## src/rtl/gpio_irq_pkg.sv

```systemverilog
package gpio_irq_pkg;

  localparam int REG_ADDR_W = 3;

  typedef enum logic [REG_ADDR_W-1:0] {
    SEL_SENSE  = 3'd0,
    SEL_BOTH   = 3'd1,
    SEL_EVENT  = 3'd2,
    SEL_MASK   = 3'd3,
    SEL_RAW    = 3'd4,
    SEL_MASKED = 3'd5,
    SEL_CLEAR  = 3'd6,
    SEL_SPARE  = 3'd7
  } regSel_e;

  typedef struct packed {
    logic wrSense;
    logic wrBoth;
    logic wrEvent;
    logic wrMask;
    logic wrClear;
  } cfgStrobe_t;

endpackage

```

## src/rtl/gpio_irq_ctrl.sv

```systemverilog
module gpio_irq_ctrl
  import gpio_irq_pkg::*;
(
  input  logic                  regWrEn,
  input  logic [REG_ADDR_W-1:0] regAddr,
  output cfgStrobe_t            strobe,
  output regSel_e               rdSel
);

  regSel_e addrSel;
  assign addrSel = regSel_e'(regAddr);
  assign rdSel   = addrSel;

  always_comb begin
    strobe = '0;
    if (regWrEn) begin
      unique case (addrSel)
        SEL_SENSE: strobe.wrSense = 1'b1;
        SEL_BOTH:  strobe.wrBoth  = 1'b1;
        SEL_EVENT: strobe.wrEvent = 1'b1;
        SEL_MASK:  strobe.wrMask  = 1'b1;
        SEL_CLEAR: strobe.wrClear = 1'b1;
        default:   strobe = '0;
      endcase
    end
  end

endmodule

```

## src/rtl/gpio_irq_datapath.sv

```systemverilog
module gpio_irq_datapath
  import gpio_irq_pkg::*;
#(
  parameter int NUM_PINS = 8
) (
  input  logic                clk,
  input  logic                rstN,
  input  logic [NUM_PINS-1:0] pinData,
  input  logic [NUM_PINS-1:0] pinDir,
  input  logic [NUM_PINS-1:0] wrData,
  input  cfgStrobe_t          strobe,
  input  regSel_e             rdSel,
  output logic [NUM_PINS-1:0] rdData,
  output logic                irqOut
);

  logic [NUM_PINS-1:0] senseQ, bothQ, eventQ, maskQ;
  logic [NUM_PINS-1:0] rawQ, prevQ;
  logic [NUM_PINS-1:0] setVec, clrMask, maskedVec;

  always_ff @(posedge clk) begin
    if (!rstN) begin
      senseQ <= '0;
      bothQ  <= '0;
      eventQ <= '0;
      maskQ  <= '0;
    end else begin
      if (strobe.wrSense) senseQ <= wrData;
      if (strobe.wrBoth)  bothQ  <= wrData;
      if (strobe.wrEvent) eventQ <= wrData;
      if (strobe.wrMask)  maskQ  <= wrData;
    end
  end

  // previous-cycle copy used for edge detection
  always_ff @(posedge clk) begin
    if (!rstN) prevQ <= '0;
    else       prevQ <= pinData;
  end

  genvar i;
  generate
    for (i = 0; i < NUM_PINS; i++) begin : g_pin
      logic pinChg, levelHit, edgeHit, levelMatch;
      assign levelMatch = ~(pinData[i] ^ eventQ[i]);
      assign pinChg     = (pinData[i] ^ prevQ[i]) & ~pinDir[i];
      assign levelHit   = senseQ[i] & levelMatch;
      assign edgeHit    = ~senseQ[i] & pinChg & (bothQ[i] | levelMatch);
      assign setVec[i]  = levelHit | edgeHit;

      // both-edges input pin toggling raises its status
      p_both_edge_r2: assert property (@(posedge clk) disable iff (!rstN)
        (!senseQ[i] && bothQ[i] && !pinDir[i] && (pinData[i] != prevQ[i])) |=> rawQ[i]);
      // level match raises status even across a clear
      p_level_set_r4: assert property (@(posedge clk) disable iff (!rstN)
        (senseQ[i] && (pinData[i] == eventQ[i])) |=> rawQ[i]);
      // output-direction edge pin never raises status
      p_output_quiet_r8: assert property (@(posedge clk) disable iff (!rstN)
        (!senseQ[i] && pinDir[i] && !rawQ[i]) |=> !rawQ[i]);
    end
  endgenerate

  assign clrMask = strobe.wrClear ? wrData : '0;

  // set takes priority over clear on the same bit
  always_ff @(posedge clk) begin
    if (!rstN) rawQ <= '0;
    else       rawQ <= (rawQ & ~clrMask) | setVec;
  end

  assign maskedVec = rawQ & maskQ;
  assign irqOut    = |maskedVec;

  always_comb begin
    unique case (rdSel)
      SEL_SENSE:  rdData = senseQ;
      SEL_BOTH:   rdData = bothQ;
      SEL_EVENT:  rdData = eventQ;
      SEL_MASK:   rdData = maskQ;
      SEL_RAW:    rdData = rawQ;
      SEL_MASKED: rdData = maskedVec;
      default:    rdData = '0;
    endcase
  end

  // bits not being cleared stay set
  p_sticky_r5: assert property (@(posedge clk) disable iff (!rstN)
    (|(rawQ & ~clrMask)) |=> ((rawQ & $past(rawQ & ~clrMask)) == $past(rawQ & ~clrMask)));

endmodule

```

## src/rtl/gpio_irq_detect.sv

```systemverilog
module gpio_irq_detect
  import gpio_irq_pkg::*;
#(
  parameter int NUM_PINS = 8
) (
  input  logic                  clk,
  input  logic                  rstN,
  input  logic [NUM_PINS-1:0]   pinData,
  input  logic [NUM_PINS-1:0]   pinDir,
  input  logic                  regWrEn,
  input  logic [REG_ADDR_W-1:0] regAddr,
  input  logic [NUM_PINS-1:0]   regWrData,
  output logic [NUM_PINS-1:0]   regRdData,
  output logic                  irqOut
);

  cfgStrobe_t strobe;
  regSel_e    rdSel;

  gpio_irq_ctrl u_ctrl (
    .regWrEn (regWrEn),
    .regAddr (regAddr),
    .strobe  (strobe),
    .rdSel   (rdSel)
  );

  gpio_irq_datapath #(.NUM_PINS(NUM_PINS)) u_dp (
    .clk     (clk),
    .rstN    (rstN),
    .pinData (pinData),
    .pinDir  (pinDir),
    .wrData  (regWrData),
    .strobe  (strobe),
    .rdSel   (rdSel),
    .rdData  (regRdData),
    .irqOut  (irqOut)
  );

  // the request is low whenever the mask-qualified status reads zero
  p_irq_gate_r6: assert property (@(posedge clk) disable iff (!rstN)
    (rdSel == SEL_MASKED && regRdData == '0) |-> !irqOut);

endmodule

```

## config.mk

```make
export PLATFORM = sky130hd
export DESIGN_NAME = gpio_irq_detect
export DESIGN_NICKNAME = d
export VERILOG_FILES = /design/src/rtl/gpio_irq_pkg.sv /design/src/rtl/gpio_irq_ctrl.sv /design/src/rtl/gpio_irq_datapath.sv /design/src/rtl/gpio_irq_detect.sv
export SDC_FILE = /design/constraint.sdc
export NUM_CORES = 1
export LEC_CHECK = 0
export CORE_ASPECT_RATIO = 2
export CORE_MARGIN = 1
export CORE_UTILIZATION = 40
export CTS_CLUSTER_SIZE = 20
export DETAILED_ROUTE_END_ITERATION = 6
export GPL_TIMING_DRIVEN = 0
export PLACE_DENSITY_LB_ADDON = 0.08
export SETUP_SLACK_MARGIN = 0.3
export SLEW_MARGIN = 5
export SYNTH_ARGS = -nofsm -noshare
export SYNTH_HDL_FRONTEND = slang
export SYNTH_SLANG_ARGS = --single-unit
```

## constraint.sdc

```tcl
create_clock -name clk -period 2.7 [get_ports clk]
set_input_delay 0.27 -clock clk [delete_from_list [all_inputs] [get_ports clk]]
set_output_delay 0.27 -clock clk [all_outputs]
set_load 0.02 [all_outputs]
```

==> summary.txt, run 1 <==
Placement
  – Gpl congestion: 0.865
  – Pre-CTS setup slack: 6.58 ps
  – Placed inst area: 3140 um^2
  – HPWL Detailed: 5560 um
  – I/O Buffers: 36

Critical path
  – R2R depth: 4
  – Element type at the critical path start: input pin
  – CP endpoint kind: primary output
  – Worst path required time: 2430 ps
  – Crit path kind: input pin to primary output
  – Worst path arrival time: 2080 ps
  – Crit path max fanout: 10

STA
  – Layout Skew: 1.28 ps
  – Setup ws final: 354 ps
  – Setup total negative slack: 0 ps
  – Achievable Freq: 426 MHz
  – RSZ-0062 raised after global routing: false
  – Final Setup Violations: 0
  – Tcrit/Tclk final: 0.869
  – Slew Limit Headroom: 0.537
  – Final hold violation count: 0
  – Tmin final: 2350 ps
  – Final Slew Violations: 0
  – Worst Max-Slew Pin Slew: 691 ps

Finish
  – Area of the multi-input gates: 1580 um^2
  – Cell area after layout: 3290 um^2
  – Area growth from synthesis to layout: 23.0%
  – Reg area: 961 um^2
  – Fin util: 0.517
  – # fillers: 664
  – # nets final: 394
  – Layout cells sized above 1: 0.0877
  – Antenna Cells: 0

Global routing
  – Largest net degree at the start of global routing: 14
  – Remaining Overflow, GRT: 0
  – Number of global-route vias before repair: 2275
  – Total track usage: 0.234
  – Global-route wire length before repair: 12100 um
  – Initial antenna violation count: 0

Die
  – Core ar.: 6360 um^2
  – IO Pins: 39
  – Initial Utilization: 0.421
  – Die Wd: 59.8 um
  – Die height: 118 um
  – Die Area: 7040 um^2
  – Row Count: 41

Detailed routing
  – Wire length per cell: 17.3 um
  – Via density: 5.47
  – Initial DRT Pass Iterations: 5
  – Via Count: 2467
  – Residual DRC: 0
  – Initial detailed-routing violation count: 169
  – Overall routed net length: 7820 um
  – Antenna violation net count after detailed routing: 0

Clock network
  – Worst-skew pair later-pin latency: 290 ps
  – Root buffer cell: clkbuf_16
  – Clk buf depth: 2
  – H-tree depth: 2
  – CTS Hold Bufs: 0
  – Post-CTS setup buffer count: 0
  – Num CTS Buffers: 5
  – Worst-path clk slew: 60 ps
  – CTS sink count: 48
  – TritonCTS clock tree: yes

Logic synthesis
  – Distinct cells, synth: 41
  – Syn Nets: 351
  – Synthesized area: 2680 um^2
  – Synth Area per Inst: 8.34 um^2
  – Synthesized flop and latch total: 48
  – Mapped Cells: 321
  – Register area share after synthesis: 0.359
  – YS warnings: 0

Power and ir drop
  – Max IR drop VDD: 405 uV
  – Power Dens Cells: 489 nW/um^2
  – P_leak: 1.16 nW

Flow run
  – Max-Cap Viols: 0

Hold path
  – Hold Path Stages: 4
  – Hold Crit Class: input pin to register

Outcome
  – Status: finished clean
[cell families (layout without fill, tap and decap cells)]
logic type      count (synthesis)  in the layout  synth area share
mux                            11             11            0.0411
compound gates                 98             98             0.280
simple gates                  136            136             0.267
flops                          48             48             0.359
buf+inv                        28             72            0.0528
[registers in the layout (all words and copies together), names as in the netlist]
register / cells
u_dp.bothQ: 8
u_dp.eventQ: 8
u_dp.maskQ: 8
u_dp.prevQ: 8
u_dp.rawQ: 8
u_dp.senseQ: 8
[where the power goes]
part | switching [mW] | internal [mW] | total, mW | leakage (nW)
Combinational | 0.108 | 0.0994 | 0.208 | 0.694
Sequential | 0.0243 | 0.731 | 0.756 | 0.391
Clock | 0.274 | 0.370 | 0.645 | 0.0712
[per-layer routing]
layer	vias up	routed length (um)	GRT usage
met3	12	262	0.0418
met2	56	4160	0.408
met1	1162	3200	0.266
li1	1237	-	-
met4	0	194	0.0988
met5	-	0	0
[final timing paths]
path,slack [ps],startpoint,endpoint
worst max register to register,1630,u_dp.senseQ[0]$_SDFFE_PN0P_,u_dp.rawQ[0]$_SDFF_PN0_
worst min register to register,480,u_dp.bothQ[7]$_SDFFE_PN0P_,u_dp.bothQ[7]$_SDFFE_PN0P_
worst min-delay path,400,regAddr[0],u_dp.senseQ[7]$_SDFFE_PN0P_
worst max-delay path,350,regAddr[1],regRdData[6]
[worst max-delay path: stages]
cell and delay, ps:
clkdlybuf4s50_1 510, buf_4 230, nor2b_1 160, buf_4 210
o21a_1 140, a21oi_1 40, o32ai_1 170, clkdlybuf4s15_1 350
[cells in the final DEF (no fill, tap or decap), types with 9 or more instances in the layout]
cell type        instances
nand2_1                 64
inv_1                   12
a21oi_1                 12
nor2_1                  11
nor2b_1                 10
nand3b_1                16
a21boi_0                20
and2_1                   9
dfxtp_1                 48
a22oi_1                 12
clkdlybuf4s50_1         28
mux2i_1                 11
[Yosys cell counts (all sizes together)]
library cell,number,area share
o32ai,1,0.0033
nand3,8,0.015
a21boi,32,0.10
o31a,8,0.026
nand2b,2,0.0075
a21oi,12,0.022
o21ai,5,0.0093
clkbuf,5,0.0070
o22a,1,0.0033
and4,1,0.0033
nand3b,16,0.045
nor2,12,0.017
nand2,64,0.090
a32oi,1,0.0033
dfxtp,48,0.36
and3,1,0.0023
mux2i,11,0.041
a22oi,12,0.034
o211ai,8,0.022
a221oi,1,0.0033
a22o,2,0.0065
and2,10,0.024
nor2b,12,0.032
nor3b,8,0.022
inv,13,0.019
buf,10,0.027
o31ai,8,0.022
o21a,1,0.0028
nor3,2,0.0098
o221ai,6,0.020
[what timing repair did]
action / CTS / global route
endpoints found under the setup margin: 8 / 6
hold endpoints to repair: 0 / 0
pin swaps: 0 / 0
gates resized for setup: 10 / 4
[cell type report]
| type | instances | area share |
|---|---|---|
| Buffer | 15 | 0.0289 |
| Clock buffer | 8 | 0.0445 |
| Inverter | 13 | 0.0156 |
| Multi-Input combinational cell | 245 | 0.479 |
| Sequential cell | 48 | 0.292 |
| Tap cell | 86 | 0.0327 |
| Timing Repair Buffer | 36 | 0.107 |
[through the flow]
stage	power [mW]	std cells	hold WS (ps)
6_report	1.61	451	396
5_1_grt	1.66	451	432
4_1_cts	1.62	451	395
3_5_place_dp	0.978	443	467
3_3_place_gp	0.977	443	456
2_1_floorplan	0.872	321	392
Note: power is estimated with default switching activity, not from simulation.
==> run 2: changes to the inputs <==
--- a/config.mk
+++ b/config.mk
@@ -5,11 +5,13 @@
 export SDC_FILE = /design/constraint.sdc
 export NUM_CORES = 1
 export LEC_CHECK = 0
+export ABC_AREA = 1
 export CORE_ASPECT_RATIO = 2
 export CORE_MARGIN = 1
 export CORE_UTILIZATION = 40
 export CTS_CLUSTER_SIZE = 20
 export DETAILED_ROUTE_END_ITERATION = 6
+export DONT_BUFFER_PORTS = 1
 export GPL_TIMING_DRIVEN = 0
 export PLACE_DENSITY_LB_ADDON = 0.08
 export SETUP_SLACK_MARGIN = 0.3
==> run 2 against run 1 <==
Wire length down 0.15%. Flip-flop and latch count unchanged. Critical endpoint is now regRdData[1]. Area after synthesis up 0.70%. Combinational power down 10%. Final cell count up 18%. Die area up 0.68%. First-iteration DRC count down 23%. Sequential power up 0.9%. Global-route usage up 0.34 points. Worst hold slack worse by 330 ps. Register-to-register slack better by 120 ps.
==> summary.txt, run 2 <==
Die
  – Core ar.: 6570 um^2 (+3.3%)
  – Row Count: 42 (+2.4%)
  – Die Wd: 60.0 um (+0.33%)
  – Die height: 118 um (+0.34%)
  – Die Area: 7090 um^2 (+0.68%)
  – Initial Utilization: 0.410 (-0.0104)
  – IO Pins: 39 (unchanged)

Finish
  – Commonest non-fill, non-tap cells in the layout: 132 x nand2_1, 73 x inv_1, 57 x nor2_1
  – Antenna Cells: 0 (unchanged)
  – Layout cells sized above 1: 0.0652 (-0.0225)
  – # nets final: 475 (+21%)
  – Most common cell after layout, fill and taps aside: nand2_1
  – Fin util: 0.447 (-0.0699)
  – Area growth from synthesis to layout: 9.05%
  – Cell area after layout: 2940 um^2 (-11%)

Critical path
  – Worst path arrival time: 1480 ps (-600 ps)
  – CP most frequent cell: nand2_1
  – Crit-path cells: buf_6 -> inv_6 -> nand2_2 -> inv_2 -> nand2_1 -> o21ai_0 -> inv_1 -> nand2_1
  – Worst path slowest cell: nand2_1
  – Crit-path max cell delay: 270 ps (-240 ps)
  – Cell family with most CP delay: simple AND/OR/NAND/NOR gates
  – Crit path kind: input pin to primary output
  – Buf/Inv on CP: 4 (unchanged)
  – Crit path max fanout: 9 (-1)
  – Worst path required time: 2430 ps (about the same)
  – Element type at the critical path start: input pin
  – CP endpoint kind: primary output

Detailed routing
  – Initial detailed-routing violation count: 130 (-23%)
  – Antenna violation net count after detailed routing: 0 (unchanged)
  – Residual DRC: 0 (unchanged)
  – Initial DRT Pass Iterations: 4 (-1)
  – Via density: 4.90 (-10%)
  – Overall routed net length: 7800 um (-0.15%)
  – Via Count: 2613 (+5.9%)
  – Wire length per cell: 14.6 um (-16%)

Placement
  – Placed inst area: 2810 um^2 (-11%)
  – I/O Buffers: 0 (-100%)
  – HPWL Detailed: 5550 um (-0.15%)
  – Gpl congestion: 0.815 (-5.8%)

Logic synthesis
  – Synth top area share: 0.357 (-0.00250)
  – Synthesized flop and latch total: 48 (unchanged)
  – Synth Area per Inst: 6.15 um^2 (-26%)
  – Most frequent cells after synthesis: 132 x nand2_1, 73 x inv_1, 57 x nor2_1
  – Ys flop type: dfxtp_1
  – Synthesized area: 2700 um^2 (+0.70%)
  – Top post-synthesis cells by area: dfxtp_1 36%, nand2_1 18%, inv_1 10%, nor2_1 7.9%, nand3_1 6.5%
  – Syn Nets: 468 (+33%)
  – Post-synth top area cell: dfxtp_1
  – Most instantiated library cell after synthesis: nand2_1
  – Mapped Cells: 438 (+36%)
  – Distinct cells, synth: 26 (-37%)
  – Register area share after synthesis: 0.357 (-0.00250)
  – Ys async rst share: 0 (unchanged)
  – YS warnings: 0 (unchanged)
  – EDFF count, synth: 0 (unchanged)

Clock network
  – TritonCTS clock tree: yes
  – Worst-skew pair later-pin latency: 290 ps (about the same)
  – Clk buf depth: 2 (unchanged)
  – CTS Hold Bufs: 0 (unchanged)
  – Resize count post-CTS: 0 (-10)
  – Root buffer cell: clkbuf_16
  – Num CTS Buffers: 5 (unchanged)
  – H-tree depth: 2 (unchanged)
  – Post-CTS setup buffer count: 0 (unchanged)
  – CTS sink count: 48 (unchanged)
  – Worst-path clk slew: 60 ps (about the same)

Global routing
  – Global-route wire length before repair: 12000 um (-1.3%)
  – Total track usage: 0.238 (+0.00337)
  – Remaining Overflow, GRT: 0 (unchanged)
  – Initial antenna violation count: 0 (unchanged)
  – Largest net degree at the start of global routing: 14 (unchanged)
  – Number of global-route vias before repair: 2360 (+3.7%)

STA
  – Tcrit/Tclk final: 0.646 (-0.222)
  – Layout Skew: 4.18 ps (+2.89 ps)
  – Final Slew Violations: 0 (unchanged)
  – RSZ-0062 raised after global routing: false
  – Setup total negative slack: 0 ps (unchanged)
  – Achievable Freq: 573 MHz (+34%)
  – Worst Max-Slew Pin Slew: 660 ps (-31.5 ps)
  – Worst hold slack: 68.1 ps (-328 ps)
  – Tmin final: 1750 ps (-601 ps)
  – Final Setup Violations: 0 (unchanged)
  – Slew Limit Headroom: 0.560 (+0.0235)
  – Final hold violation count: 0 (unchanged)

Power and ir drop
  – P_leak: 1.43 nW (+23%)
  – Max IR drop VDD: 336 uV (-17%)
  – Power Dens Cells: 528 nW/um^2 (+8.0%)

Outcome
  – Status: finished clean

Flow run
  – Max-Cap Viols: 0 (unchanged)

Hold path
  – Hold Crit Class: input pin to register
## run 2: cell count changes in the layout (fill, tap and decap cells not counted), sizes merged, moves of 11 or more
cell           previous run  this run
a21boi                   32         0
mux2i                    11         0
nand3                     8        35
clkdlybuf4s50            28         0
o21ai                     5        33
nor2                     12        62
a22oi                    12         0
nand3b                   16         2
inv                      13        78
nand2                    64       136
nor2b                    12         0
## run 2: worst register-to-register path, stage by stage, from the launching register on
cell and delay, ps:
dfxtp_1 340, or2_2 300, nand3_1 60, nand2_1 60, a21oi_1 120
## run 2: kinds of logic after synthesis
family	count (synthesis)	synth area share
AO/OA/AOI/OAI	52	0.0970
AND/OR/NAND/NOR	249	0.409
buffers and inverters	89	0.137
flip-flops	48	0.357
## run 2: worst paths after layout
check,cells past startpoint,slack [ps],endpoint,start
setup / recovery,8,950,regRdData[1],regAddr[0]
hold / removal,2,70,u_dp.prevQ[1]$_SDFF_PN0_,pinData[1]
setup reg to reg,4,1750,u_dp.rawQ[6]$_SDFF_PN0_,u_dp.eventQ[6]$_SDFFE_PN0P_
hold reg to reg,2,470,u_dp.maskQ[6]$_SDFFE_PN0P_,u_dp.maskQ[6]$_SDFFE_PN0P_
## run 2: through the flow
step           setup WS [ps]  instances  power [mW]
2_1_floorplan           1320        438       0.917
3_3_place_gp             975        526       0.962
3_5_place_dp             961        526       0.966
4_1_cts                  959        533        1.57
5_1_grt                  876        533        1.62
6_report                 955        533        1.55
## run 2: final cells by class
type | instances | area (um^2)
buffer | 11 | 71.3
clock buffer | 6 | 129
clock inverter | 1 | 5.00
fill | 727 | 3630
inverter | 78 | 298
multi-input combinational | 301 | 1370
sequential | 48 | 961
tap | 88 | 110
## run 2: layer usage
layer	GRT usage	wire, um	vias up
met5	0	0	-
met4	0.131	306	0
met3	0.0495	501	17
met2	0.398	4020	84
met1	0.267	2980	1149
li1	-	-	1363
## run 2: power breakdown
part | total (mW) | switching, mW | internal (mW)
clock network | 0.601 | 0.264 | 0.337
logic | 0.187 | 0.128 | 0.0591
registers | 0.763 | 0.0224 | 0.740
total | 1.55 | 0.414 | 1.14
==> run 3: changes to the inputs <==
==> constraint.sdc (replaced) <==
create_clock -name clk -period 1.77 [get_ports clk]
set_input_delay 0.177 -clock clk [delete_from_list [all_inputs] [get_ports clk]]
set_output_delay 0.177 -clock clk [all_outputs]
set_load 0.02 [all_outputs]
==> run 3 against run 2 <==
Sequential power grew 52%. Worst hold slack lost 50 ps. Cell area grew 4.8%. Combinational power grew 66%. Clock skew grew 0.66 ps. Die area is the same. First-iteration DRC count shrank 19%. Highest routed layer unchanged. Flip-flop and latch count is the same.
==> summary.txt, run 3 (synthesis gave the netlist of run 2 again) <==
Outcome
  – Status: finished clean

STA
  – Final Setup Violations: 0 (unchanged)
  – Worst hold slack: 18.3 ps (-49.8 ps)
  – RSZ-0062 raised after global routing: true
  – Tmin final: 1450 ps
  – Achievable Freq: 689 MHz
  – Slew Limit Headroom: 0.564 (+0.00410)
  – Layout Skew: 4.84 ps (+0.665 ps)
  – Worst Max-Slew Pin Slew: 654 ps (-6.15 ps)
  – Tcrit/Tclk final: 0.820
  – Final hold violation count: 0 (unchanged)
  – Final Slew Violations: 0 (unchanged)
  – Setup total negative slack: 0 ps (unchanged)

Power and ir drop
  – Max IR drop VDD: 517 uV (+54%)
  – Power Dens Cells: 776 nW/um^2 (+47%)
  – Overall power: 2.39 mW (+54%)
  – P_leak: 1.49 nW (+4.7%)

Placement
  – I/O Buffers: 0 (unchanged)
  – HPWL Detailed: 5550 um (unchanged)
  – Gpl congestion: 0.815 (unchanged)

Critical path
  – Worst path arrival time: 1270 ps (-210 ps)
  – Worst path slowest cell: dfxtp_2
  – Element type at the critical path start: register
  – Worst path required time: 1590 ps (-840 ps)
  – CP endpoint kind: primary output
  – Crit-path max cell delay: 340 ps (+70 ps)
  – Crit path kind: register to primary output
  – Crit path max fanout: 4 (-5)
  – Crit-path cells: nand2_1 -> nand2_2 -> nor3_4 -> nand4_1

Die
  – Die Wd: 60.0 um (unchanged)
  – Row Count: 42 (unchanged)
  – Core ar.: 6570 um^2 (unchanged)
  – Die height: 118 um (unchanged)
  – Die Area: 7090 um^2 (unchanged)
  – IO Pins: 39 (unchanged)
  – Initial Utilization: 0.410 (unchanged)

Flow run
  – Max-Cap Viols: 0 (unchanged)

Clock network
  – Worst-path clk slew: 60 ps (about the same)
  – Worst-skew pair later-pin latency: 290 ps (about the same)
  – Clk buf depth: 2 (unchanged)
  – TritonCTS clock tree: yes
  – Num CTS Buffers: 5 (unchanged)
  – CTS sink count: 48 (unchanged)
  – Root buffer cell: clkbuf_16
  – H-tree depth: 2 (unchanged)

Detailed routing
  – Initial detailed-routing violation count: 105 (-19%)
  – Wire length per cell: 14.6 um (-0.52%)
  – Antenna violation net count after detailed routing: 0 (unchanged)
  – Via Count: 2662 (+1.9%)
  – Overall routed net length: 7940 um (+1.7%)
  – Via density: 4.88 (-0.37%)
  – Initial DRT Pass Iterations: 4 (unchanged)
  – Residual DRC: 0 (unchanged)

Global routing
  – Remaining Overflow, GRT: 0 (unchanged)
  – Number of global-route vias before repair: 2387 (+1.1%)
  – Initial antenna violation count: 0 (unchanged)
  – Total track usage: 0.239 (+0.00152)
  – Largest net degree at the start of global routing: 14 (unchanged)
  – Global-route wire length before repair: 12100 um (+0.81%)

Finish
  – Fin util: 0.469 (+0.0213)
  – Layout cells sized above 1: 0.0875 (+0.0224)
  – Antenna Cells: 0 (unchanged)
  – # fillers: 717 (-1.4%)
  – Most common cell after layout, fill and taps aside: nand2_1
  – Area growth from synthesis to layout: 14.3%
  – Commonest non-fill, non-tap cells in the layout: 129 x nand2_1, 73 x inv_1, 57 x nor2_1
  – # nets final: 487 (+2.5%)

Hold path
  – Hold Crit Class: input pin to register
==> run 3: repair_timing <==
| action | in CTS | in global routing |
|---|---|---|
| endpoints found under the setup margin | 6 | 6 |
| gates resized for setup | 1 | 9 |
| buffers inserted | 0 | 4 |
| hold buffers | 8 | 0 |
| hold endpoints to repair | 8 | 0 |
| pin swaps | 0 | 3 |
==> run 3: cell type report <==
| type | count | area (um^2) | share of cell area |
|---|---|---|---|
| clock inverter | 1 | 5.00 | 0.00163 |
| buffer | 11 | 71.3 | 0.0232 |
| inverter | 78 | 300 | 0.0975 |
| clock buffer | 6 | 129 | 0.0419 |
| tap | 88 | 110 | 0.0358 |
| multi-input combinational | 301 | 1390 | 0.451 |
| timing repair buffer | 12 | 110 | 0.0358 |
| sequential | 48 | 965 | 0.313 |
==> run 3: worst paths after layout <==
check	start	end	slack, ps	depth (start not counted)
max	u_dp.rawQ[1]$_SDFF_PN0_	irqOut	320	4
min	regWrData[0]	u_dp.senseQ[0]$_SDFFE_PN0P_	20	2
max reg2reg	u_dp.eventQ[6]$_SDFFE_PN0P_	u_dp.rawQ[6]$_SDFF_PN0_	820	4
min reg2reg	u_dp.maskQ[6]$_SDFFE_PN0P_	u_dp.maskQ[6]$_SDFFE_PN0P_	470	2
==> run 3: worst max-delay path, delay by kind of cell, from the launching register on <==
family | cells | cell delay [ps]
simple gates | 4 | 630
flops | 1 | 340
==> run 3: stage by stage <==
stage / area (um^2) / cells / worst slack [ps]
2_1_floorplan: 2700 / 438 / 572
3_3_place_gp: 2810 / 526 / 229
3_5_place_dp: 2810 / 526 / 217
4_1_cts: 3020 / 541 / 302
5_1_grt: 3080 / 545 / 279
6_report: 3080 / 545 / 318
==> run 3: layer usage <==
layer  share of wire  up-vias  GRT usage
li1                -     1386          -
met1            0.38     1171      0.269
met2            0.52       89      0.401
met3           0.067       16     0.0484
met4           0.037        0      0.131
met5               0        -          0
==> run 3: report_power, final <==
part	switching [mW]	internal [mW]	leakage [nW]
combinational	0.203	0.108	1.03
sequential	0.0328	1.13	0.394
clock	0.403	0.514	0.0667
